`config.mk`:
```
export PLATFORM = sky130hd
export DESIGN_NAME = cic_comp_decim
export DESIGN_NICKNAME = d
export VERILOG_FILES = /design/src/rtl/cic_comp_decim.sv
export SDC_FILE = /design/constraint.sdc
export NUM_CORES = 1
export LEC_CHECK = 0
export ABC_AREA = 1
export BUFFER_PORTS_ARGS = -buffer_cell sky130_fd_sc_hd__buf_2
export CORE_MARGIN = 2
export CORE_UTILIZATION = 70
export DETAILED_ROUTE_END_ITERATION = 6
export PLACE_DENSITY = 0.88
export SETUP_SLACK_MARGIN = 0.3
export SYNTH_ARGS = -nofsm -noshare
export SYNTH_HDL_FRONTEND = slang
export SYNTH_SLANG_ARGS = --single-unit
```
`constraint.sdc`:
```
create_clock -name clk -period 12.97 [get_ports clk]
set_input_delay 1.9455 -clock clk [delete_from_list [all_inputs] [get_ports clk]]
set_output_delay 1.9455 -clock clk [all_outputs]
set_load 0.01 [all_outputs]
```
`src/rtl/cic_comp_decim.sv`:
```
module cic_comp_decim #(
  parameter int IW    = 16,
  parameter int OW    = 16,
  parameter int FRAC  = 10,
  parameter int NUNIQ = 6,
  parameter int NTERM = 4,
  parameter int SG [NUNIQ][NTERM] = '{'{-1,0,0,0}, '{1,0,0,0}, '{-1,1,1,0},
                                     '{1,-1,0,0}, '{-1,1,0,0}, '{1,1,-1,0}},
  parameter int SH [NUNIQ][NTERM] = '{'{1,0,0,0}, '{3,0,0,0}, '{5,3,1,0},
                                     '{6,4,0,0}, '{8,5,0,0}, '{10,9,7,0}}
) (
  input  logic                 clk,
  input  logic                 rst,
  input  logic                 in_valid,
  input  logic signed [IW-1:0] in_data,
  output logic                 out_valid,
  output logic signed [OW-1:0] out_data
);

  localparam int NTAP = 2*NUNIQ - 1;
  localparam int NA   = NUNIQ - 1;
  localparam int NB   = NUNIQ - 1;
  localparam int AW   = IW + FRAC + 4;
  localparam int CW   = $clog2(NUNIQ);
  localparam logic signed [AW-1:0] HALF = AW'(1) <<< (FRAC-1);
  localparam logic signed [AW-1:0] OMAX = AW'((64'sd1 <<< (OW-1)) - 64'sd1);
  localparam logic signed [AW-1:0] OMIN = -OMAX - AW'(1);

  logic signed [IW-1:0] ra [NA];
  logic signed [IW-1:0] rb [NB];
  logic signed [IW-1:0] tapv [NTAP];
  logic signed [AW-1:0] pre [NUNIQ];
  logic signed [AW-1:0] acc, rnd;
  logic signed [OW-1:0] sat;
  logic                 phase;
  logic [CW-1:0]        fill;

  wire take_even = in_valid && !phase;
  wire take_odd  = in_valid && phase;
  wire fire      = take_odd && (fill == CW'(NUNIQ-1));

  for (genvar k = 0; k < NTAP; k++) begin : g_tap
    if (k == 0) begin : g_live
      assign tapv[k] = in_data;
    end else if (k % 2 == 0) begin : g_even
      assign tapv[k] = rb[k/2 - 1];
    end else begin : g_odd
      assign tapv[k] = ra[(k-1)/2];
    end
  end

  for (genvar j = 0; j < NUNIQ; j++) begin : g_pre
    if (j == NUNIQ-1) begin : g_mid
      assign pre[j] = AW'(tapv[j]);
    end else begin : g_pair
      assign pre[j] = AW'(tapv[j]) + AW'(tapv[NTAP-1-j]);
    end
  end

  always_comb begin
    acc = '0;
    for (int j = 0; j < NUNIQ; j++)
      for (int t = 0; t < NTERM; t++)
        if (SG[j][t] > 0)      acc = acc + (pre[j] <<< SH[j][t]);
        else if (SG[j][t] < 0) acc = acc - (pre[j] <<< SH[j][t]);
  end

  assign rnd = (acc + HALF) >>> FRAC;
  assign sat = (rnd > OMAX) ? OMAX[OW-1:0] :
               (rnd < OMIN) ? OMIN[OW-1:0] : rnd[OW-1:0];

  always_ff @(posedge clk) begin
    if (rst) begin
      for (int i = 0; i < NA; i++) ra[i] <= '0;
      for (int i = 0; i < NB; i++) rb[i] <= '0;
      phase     <= 1'b0;
      fill      <= '0;
      out_valid <= 1'b0;
      out_data  <= '0;
    end else begin
      out_valid <= fire;
      if (in_valid) phase <= !phase;
      if (take_even) begin
        ra[0] <= in_data;
        for (int i = 1; i < NA; i++) ra[i] <= ra[i-1];
      end
      if (take_odd) begin
        rb[0] <= in_data;
        for (int i = 1; i < NB; i++) rb[i] <= rb[i-1];
        if (fill != CW'(NUNIQ-1)) fill <= fill + 1'b1;
      end
      if (fire) out_data <= sat;
    end
  end

  AST_SINGLE_PULSE: assert property (@(posedge clk) disable iff (rst)
    out_valid |=> !out_valid);
  AST_VALID_NEEDS_INPUT: assert property (@(posedge clk) disable iff (rst)
    out_valid |-> $past(in_valid));
  AST_HOLD_WHEN_IDLE: assert property (@(posedge clk) disable iff (rst)
    !in_valid |=> ($stable(out_data) && !out_valid));
  AST_QUIET_AFTER_RESET: assert property (@(posedge clk) disable iff (rst)
    $past(rst) |-> (!out_valid && out_data == '0));

endmodule

```
==> results of run 1 <==
-- cell families (layout without fill, tap and decap cells) --
| kind of cell | Yosys count | in the layout | synth area share (%) |
|---|---|---|---|
| compound gates | 213 | 213 | 7.16 |
| xor+xnor | 80 | 80 | 4.15 |
| fa+ha+maj | 318 | 318 | 31.8 |
| buf+inv | 558 | 606 | 12.5 |
| flops | 181 | 181 | 31.0 |
| simple gates | 561 | 561 | 13.4 |
-- cell usage after synthesis (15+ instances only) --
cell      count
a21oi_1     101
clkbuf_1     18
dfxtp_1      21
edfxtp_1    160
fa_1        185
ha_1        133
inv_1       535
nand2_1     266
nand3_1      41
nor2_1      214
o21ai_0      49
o21ai_1      15
xnor2_1      35
xor2_1       45
-- registers in the layout (all words and copies together) (netlist names) --
name / flops
out_valid: 1
ra: 80
phase: 1
fill: 3
rb: 80
out_data: 16
-- path summary, 6_finish.rpt --
kind              start          end
min             fill[2]      fill[2]
min reg2reg     fill[2]      fill[2]
max reg2reg   rb[0][16]  out_data[6]
max          in_data[0]  out_data[6]
-- routing by layer --
layer  routed length (µm)  up-vias  share of wire [%]
li1                     -     5918                  -
met1                15600     6134                 37
met3                 4080      195                9.8
met5                    0        -                  0
met4                 2250        0                5.4
met2                19800      732                 48
-- worst reg2reg max path, delay by kind of cell, from the launching register on --
kind / cells / cell delay, ns
fa+ha+maj: 8 / 3.64
simple gates: 12 / 1.88
compound gates: 4 / 0.82
xor+xnor: 1 / 0.54
buf+inv: 5 / 0.46
flops: 1 / 0.37
-- cell type report --
class	instances	area, µm²	share of cell area (%)
well taps	319	399	2.21
flip-flops and latches	181	5230	29.0
multi-input cells	1172	9560	53.0
clock buffers	17	425	2.36
inverters	536	2010	11.2
repair buffers	38	198	1.10
clock inverters	15	211	1.17
-- per-stage QoR --
| step | cell area [µm²] | utilization [%] |
|---|---|---|
| after CTS | 18000 | 76.6 |
| after global placement | 17400 | 73.9 |
| final | 18000 | 76.6 |
| after floorplan | 16900 | - |
| after global routing | 18000 | 76.6 |
| after detailed placement | 17400 | 73.9 |
==> flow_metrics.env, run 1 <==
export IMPL_required_ns=13.29
export IMPL_clk_latency_ns=0.46
export IMPL_final_antenna_net_count=0
export IMPL_cts_buffers=17
export IMPL_synth_seq_cells=181
export IMPL_vias=13000
export IMPL_setup_violations=0
export IMPL_final_layout_size_suffix_gt1_share_pct=5.05
export IMPL_slew_violations=0
export IMPL_synth_cells=1911
export IMPL_rsz0062_at_grt="no"
export IMPL_synth_top_cell_by_area="edfxtp_1"
export IMPL_slew_headroom_pct=26.3
export IMPL_worstSetupPathDepth=35
export IMPL_status="finished clean"
export IMPL_synth_top_flop_cell="edfxtp_1"
export IMPL_tns_ns=0
export IMPL_clk_pin_slew_worst_paths_ns=0.10
export IMPL_num_antenna_cells=0
export IMPL_grt_overflow_total=0
export IMPL_path_class="input pin to flip-flop"
export IMPL_fmax_mhz=115
export IMPL_hold_viol=0
export IMPL_cap_violations=0
export IMPL_synth_top_cell_area_share_pct=28.5
export IMPL_dieHeight_um=159
export IMPL_cts_buffer_depth=2
export IMPL_fp_dieW_um=159
export IMPL_cts_root_buf="clkbuf_16"
export IMPL_cp_num_buf_inv=6
export IMPL_yosysSeqAreaShare_pct=31.0
export IMPL_wl_per_cell_um=18.3
export IMPL_h_tree_depth=4
export IMPL_grt_max_degree=82
export IMPL_whs_path_depth=2
export IMPL_grt_util_all_layers_pct=34.1
export IMPL_tightestPinTransition_ns=1.11
export IMPL_synthArstFlopShare_pct=0
export IMPL_antenna_found_initial=0
export IMPL_rows=56
export IMPL_netlist_area_mm2=0.0169
export IMPL_cts_repair_resized=0
export IMPL_grtUsageMet2_pct=57.4
export IMPL_final_cell_mix="inv_1 (535), nand2_1 (264), nor2_1 (214), fa_1 (185), edfxtp_1 (160)"
export IMPL_post_cts_setup_buffers=0
export IMPL_firstDrtPassIters=6
export IMPL_synth_cell_types=41
export IMPL_hold_path_class="flip-flop to flip-flop"
export IMPL_dieArea_mm2=0.0254
export IMPL_syn_avg_cell_area_um2=8.83
export IMPL_drt_iter0_drc=1201
export IMPL_critPathCaptureType="flip-flop"
export IMPL_cts_tree="yes"
export IMPL_crit_family="adder cells"
export IMPL_finClkSkew_ns=0.0188
export IMPL_met1_usage_pct=42.4
export IMPL_worstSetupStartpointType="input pin"
export IMPL_io_pins=36
export IMPL_dp_slack_ns=3.94
export IMPL_reg2regPathDepth=30
export IMPL_fin_nets=2283
export IMPL_grt_use_met3_pct=7.40
export IMPL_grt_pass1_wl_mm=67.4
export IMPL_reg2reg_slack_ns=5.15
export IMPL_gp_congestion=0.960
export IMPL_cts_hold_buf=0
export IMPL_place_inst=2246
export IMPL_core_mm2=0.0235
export IMPL_hold_slack_ns=0.475
export IMPL_crit_arrival_ns=8.99
export IMPL_fin_cells=2278
export IMPL_start_util_pct=71.7
export IMPL_crit_fanout=15
export IMPL_fin_ws_ns=4.31
export IMPL_grt_busiest_layer="met2"
export IMPL_via_per_inst=5.70
export IMPL_drc=0
export IMPL_fin_crit_sh_pct=66.8
export IMPL_cts_sinks=181
export IMPL_num_fill_cells=1488
export IMPL_ys_warn_count=0
export IMPL_final_common_cell="inv_1"
export IMPL_mappedNetlistNets=2248
export IMPL_min_period_ns=8.66
export IMPL_grt_pass1_vias=13500
export IMPL_cpMostUsedCell="nand2_1"
export IMPL_dp_hpwl_mm=31.9
export IMPL_max_stage_delay_ns=0.56
export IMPL_cpMaxStageDelayCell="fa_1"
export IMPL_synth_edf_count=160
export IMPL_totalWireLength_mm=41.7
export IMPL_ys_top_cells_by_area="edfxtp_1 (28%), fa_1 (22%), inv_1 (12%)"
export IMPL_syn_to_final_growth_pct=6.89
export IMPL_portBuffers=35
Power of run 1 is not shown: default switching activity piles up to over one toggle a cycle in this logic, so the estimate is an artifact.
==> inputs of run 2 (changes only) <==
CORE_UTILIZATION = 59   (was 70)
PLACE_DENSITY = 0.79   (was 0.88)
clock period = 7.2 ns   (was 12.97 ns; I/O delays follow)
==> run 2 against run 1 <==
  * Worst hold slack improved by 0.011 ns
  * Largest cell class unchanged
  * Global-route usage fell by 6.8 points
  * Final cell count rose by 7.0%
  * Design area rose by 9.8%
  * Wire length rose by 0.33%
  * Clock skew fell by 0.010 ns
  * Worst setup slack got worse by 3.9 ns
==> flow_metrics.env, run 2 (synthesized netlist as in run 1, its figures left out) <==
export IMPL_path_class="input pin to flip-flop"
export IMPL_antenna_found_initial=0
export IMPL_rows=61
export IMPL_slew_headroom_pct=23.6
export IMPL_num_antenna_cells=0
export IMPL_cts_hold_buf=0
export IMPL_cts_buffer_depth=2
export IMPL_totalWireLength_mm=41.9
export IMPL_grt_overflow_total=0
export IMPL_multi_input_area_mm2=0.0105
export IMPL_cap_violations=0
export IMPL_dp_hpwl_mm=31.0
export IMPL_syn_to_final_growth_pct=17.3
export IMPL_final_seq_area_mm2=0.00523
export IMPL_min_period_ns=6.82
export IMPL_setup_violations=0
export IMPL_finClkSkew_ns=0.00861
export IMPL_cp_num_buf_inv=8
export IMPL_dieArea_mm2=0.0300
export IMPL_drc=0
export IMPL_fin_crit_sh_pct=94.8
export IMPL_dieHeight_um=173
export IMPL_grt_pass1_vias=13200
export IMPL_crit_arrival_ns=7.21
export IMPL_grt_pass1_wl_mm=64.5
export IMPL_h_tree_depth=4
export IMPL_final_layout_size_suffix_gt1_share_pct=18.1
export IMPL_final_cell_mix="inv_1 (510), nand2_1 (222), nor2_1 (203), fa_1 (172), edfxtp_1 (160)"
export IMPL_reg_largest_list="ra x80, rb x80, out_data x16"
export IMPL_cts_tree="yes"
export IMPL_cts_root_buf="clkbuf_16"
export IMPL_dp_slack_ns=-0.348
export IMPL_start_util_pct=60.4
export IMPL_gp_congestion=0.936
export IMPL_cts_sinks=181
export IMPL_grt_util_all_layers_pct=27.3
export IMPL_io_pins=36
export IMPL_final_common_cell="inv_1"
export IMPL_fmax_mhz=147
export IMPL_hold_viol=0
export IMPL_tightestPinTransition_ns=1.15
export IMPL_via_per_inst=5.36
export IMPL_firstDrtPassIters=6
export IMPL_grt_max_degree=82
export IMPL_drt_iter0_drc=1105
export IMPL_core_mm2=0.0279
export IMPL_slew_violations=0
export IMPL_num_fill_cells=2046
export IMPL_critPathCaptureType="flip-flop"
export IMPL_portBuffers=35
export IMPL_hold_path_class="flip-flop to flip-flop"
export IMPL_vias=13100
export IMPL_crit_fanout=8
export IMPL_rsz0062_at_grt="yes"
export IMPL_cts_buffers=17
export IMPL_clk_pin_slew_worst_paths_ns=0.08
export IMPL_fin_nets=2383
export IMPL_status="finished clean"
export IMPL_max_stage_delay_ns=0.56
export IMPL_required_ns=7.59
export IMPL_final_antenna_net_count=0
export IMPL_fp_dieW_um=173
export IMPL_clk_latency_ns=0.45
export IMPL_crit_family="adder cells"
export IMPL_wl_per_cell_um=17.2
export IMPL_utilization_pct=70.9
export IMPL_worstSetupStartpointType="input pin"
export IMPL_cpMaxStageDelayCell="fa_1"
export IMPL_fin_ws_ns=0.375
[run 2: per-stage QoR]
stage / instance area, µm² / hold WS [ns] / std cells / setup TNS, ns
global placement: 18100 / 0.446 / 2378 / -3.53
floorplan: 16900 / 0.435 / 1911 / 0
CTS: 18900 / 0.486 / 2416 / 0
global route: 19800 / 0.517 / 2437 / 0
detailed placement: 18100 / 0.474 / 2378 / -5.24
finish: 19800 / 0.486 / 2437 / 0
[run 2: routing by layer]
metal	part of all wire [%]	up-vias	wire [µm]	GRT usage, %
li1	-	6106	-	-
met4	2.8	0	1170	8.58
met5	0	-	0	0
met2	49	512	20700	47.1
met1	42	6345	17400	35.4
met3	6.2	104	2590	4.33
[run 2: worst reg2reg max path, delay by kind of cell, from the launching register on]
| kind | cells | cell delay [ns] |
|---|---|---|
| AO/OA/AOI/OAI | 7 | 1.35 |
| flip-flops | 1 | 0.42 |
| adder cells (fa/ha/maj) | 7 | 3.28 |
| XOR/XNOR | 1 | 0.23 |
| buffers and inverters | 7 | 0.68 |
| AND/OR/NAND/NOR | 8 | 0.76 |
[run 2: worst paths after layout]
| check | startpoint | endpoint | slack [ns] | cells past startpoint |
|---|---|---|---|---|
| setup reg to reg | ra[0][19] | out_data[3] | 0.42 | 30 |
| hold / removal | fill[2] | fill[2] | 0.49 | 2 |
| hold reg to reg | fill[2] | fill[2] | 0.49 | 2 |
| setup / recovery | in_data[0] | out_data[3] | 0.38 | 33 |
[run 2: cell type report]
type,instances,area share [%]
Inverter,536,10.2
Sequential cell,181,26.4
Clock buffer,17,2.15
Multi-Input combinational cell,1173,53.2
Clock inverter,15,0.727
Timing Repair Buffer,137,4.97
Tap cell,378,2.39
[run 2: timing repair]
item | in CTS | in global routing
cloned | 1 | 1
gates resized for setup | 48 | 181
setup endpoints to repair | 16 | 16
pin swaps | 13 | 133
setup buffers | 5 | 20
Power of run 2 is left out for the same reason.
==> inputs of run 3 (changes only) <==
CORE_MARGIN = 8   (was 2)
==> run 3 against run 2 <==
  * Largest cell class unchanged
  * Count of clock-buffer cells in the layout unchanged
  * Final cell count increased by 0.49%
  * Sequential share of layout area increased by 0.26 points
==> flow_metrics.env, run 3 (synthesized netlist as in run 1, its figures left out) <==
export IMPL_h_tree_depth=4
export IMPL_rr_startpoint="rb[0][2]"
export IMPL_crit_fanout=8
export IMPL_hold_path_class="flip-flop to flip-flop"
export IMPL_clk_pin_slew_worst_paths_ns=0.08
export IMPL_final_cell_mix="inv_1 (521), nand2_1 (229), nor2_1 (205), fa_1 (180), edfxtp_1 (160)"
export IMPL_crit_arrival_ns=7.25
export IMPL_fmax_mhz=146
export IMPL_cap_violations=0
export IMPL_tightestPinTransition_ns=1.11
export IMPL_place_area_mm2=0.0181
export IMPL_slew_headroom_pct=25.9
export IMPL_via_per_inst=5.27
export IMPL_finClkSkew_ns=0.0137
export IMPL_status="finished clean"
export IMPL_post_route_cell_area_mm2=0.0196
export IMPL_wl_per_cell_um=16.5
export IMPL_grt_pass1_vias=13000
export IMPL_rsz0062_at_grt="yes"
export IMPL_cts_root_buf="clkbuf_16"
export IMPL_final_layout_size_suffix_gt1_share_pct=16.2
export IMPL_cts_buffer_depth=2
export IMPL_cts_buffers=17
export IMPL_num_antenna_cells=0
export IMPL_fin_crit_sh_pct=95.3
export IMPL_fp_dieW_um=185
export IMPL_vias=12900
export IMPL_dieArea_mm2=0.0343
export IMPL_critPathCaptureType="flip-flop"
export IMPL_drt_iter0_drc=1097
export IMPL_io_pins=36
export IMPL_rows=62
export IMPL_grt_overflow_total=0
export IMPL_start_util_pct=59.4
export IMPL_cts_sinks=181
export IMPL_path_class="input pin to flip-flop"
export IMPL_final_common_cell="inv_1"
export IMPL_core_mm2=0.0284
export IMPL_worstSetupStartpointType="input pin"
export IMPL_reg_largest_list="ra x80, rb x80, out_data x16"
export IMPL_dieHeight_um=185
export IMPL_grt_pass1_wl_mm=64.1
export IMPL_portBuffers=35
export IMPL_hold_viol=0
export IMPL_cts_tree="yes"
export IMPL_gp_congestion=0.919
export IMPL_slew_violations=0
export IMPL_cpMaxStageDelayCell="fa_1"
export IMPL_setup_violations=0
export IMPL_clk_latency_ns=0.45
export IMPL_grt_max_degree=82
export IMPL_firstDrtPassIters=7
export IMPL_syn_to_final_growth_pct=16.2
export IMPL_final_antenna_net_count=0
export IMPL_dp_hpwl_mm=31.3
export IMPL_crit_path_start="in_data[0]"
export IMPL_totalWireLength_mm=40.4
export IMPL_min_delay_start="fill[2]"
export IMPL_max_stage_delay_ns=0.55
export IMPL_antenna_found_initial=0
export IMPL_grt_util_all_layers_pct=24.0
export IMPL_min_period_ns=6.86
export IMPL_drc=0
export IMPL_required_ns=7.59
export IMPL_fin_nets=2389
[run 3: final timing paths]
| kind | endpoint | slack, ns | cells past startpoint |
|---|---|---|---|
| worst max-delay path | out_data[5] | 0.34 | 34 |
| worst min-delay path | fill[2] | 0.47 | 2 |
| worst max register to register | out_data[5] | 0.34 | 32 |
| worst min register to register | fill[2] | 0.47 | 2 |
[run 3: area by class of cell]
| type | count | area [µm²] |
|---|---|---|
| multi-input cells | 1173 | 10300 |
| fillers | 2118 | 8790 |
| flip-flops and latches | 181 | 5230 |
| inverters | 536 | 2010 |
| repair buffers | 143 | 1010 |
| well taps | 384 | 480 |
| clock buffers | 17 | 425 |
| clock inverters | 15 | 169 |
[run 3: timing repair]
action / 4_1_cts / 5_1_grt
resized for setup: 37 / 130
endpoints found under the setup margin: 16 / 16
buffers inserted: 5 / 21
hold buffers: 0 / 0
pin swaps: 19 / 70
gates cloned: 1 / 0
[run 3: critical path: cells and delay by family]
family,cells,cell delay [ns]
AOI/OAI and AO/OA,6,0.86
adders and majority gates,8,3.33
buffers and inverters,7,0.59
and+or+nand+nor,13,1.39
[run 3: metal layers]
layer  global-route usage [%]  vias up  share of wire, %
met2                     42.1      436                50
met5                        0        -                 0
met4                     7.43        0               3.4
li1                         -     6130                 -
met3                     2.94       85               5.8
met1                     30.6     6256                41
[run 3: through the flow]
step | worst slack, ns | setup TNS [ns] | hold slack, ns | cells | util, %
6_report | 0.336 | 0 | 0.470 | 2449 | 69.0
5_1_grt | 0.0558 | 0 | 0.489 | 2449 | 69.0
3_5_place_dp | -0.423 | -6.29 | 0.462 | 2390 | 63.8
3_3_place_gp | -0.285 | -4.14 | 0.448 | 2390 | 63.8
4_1_cts | 0.304 | 0 | 0.473 | 2428 | 66.5
2_1_floorplan | 0.309 | 0 | 0.435 | 1911 | -
Power of run 3 is left out for the same reason.
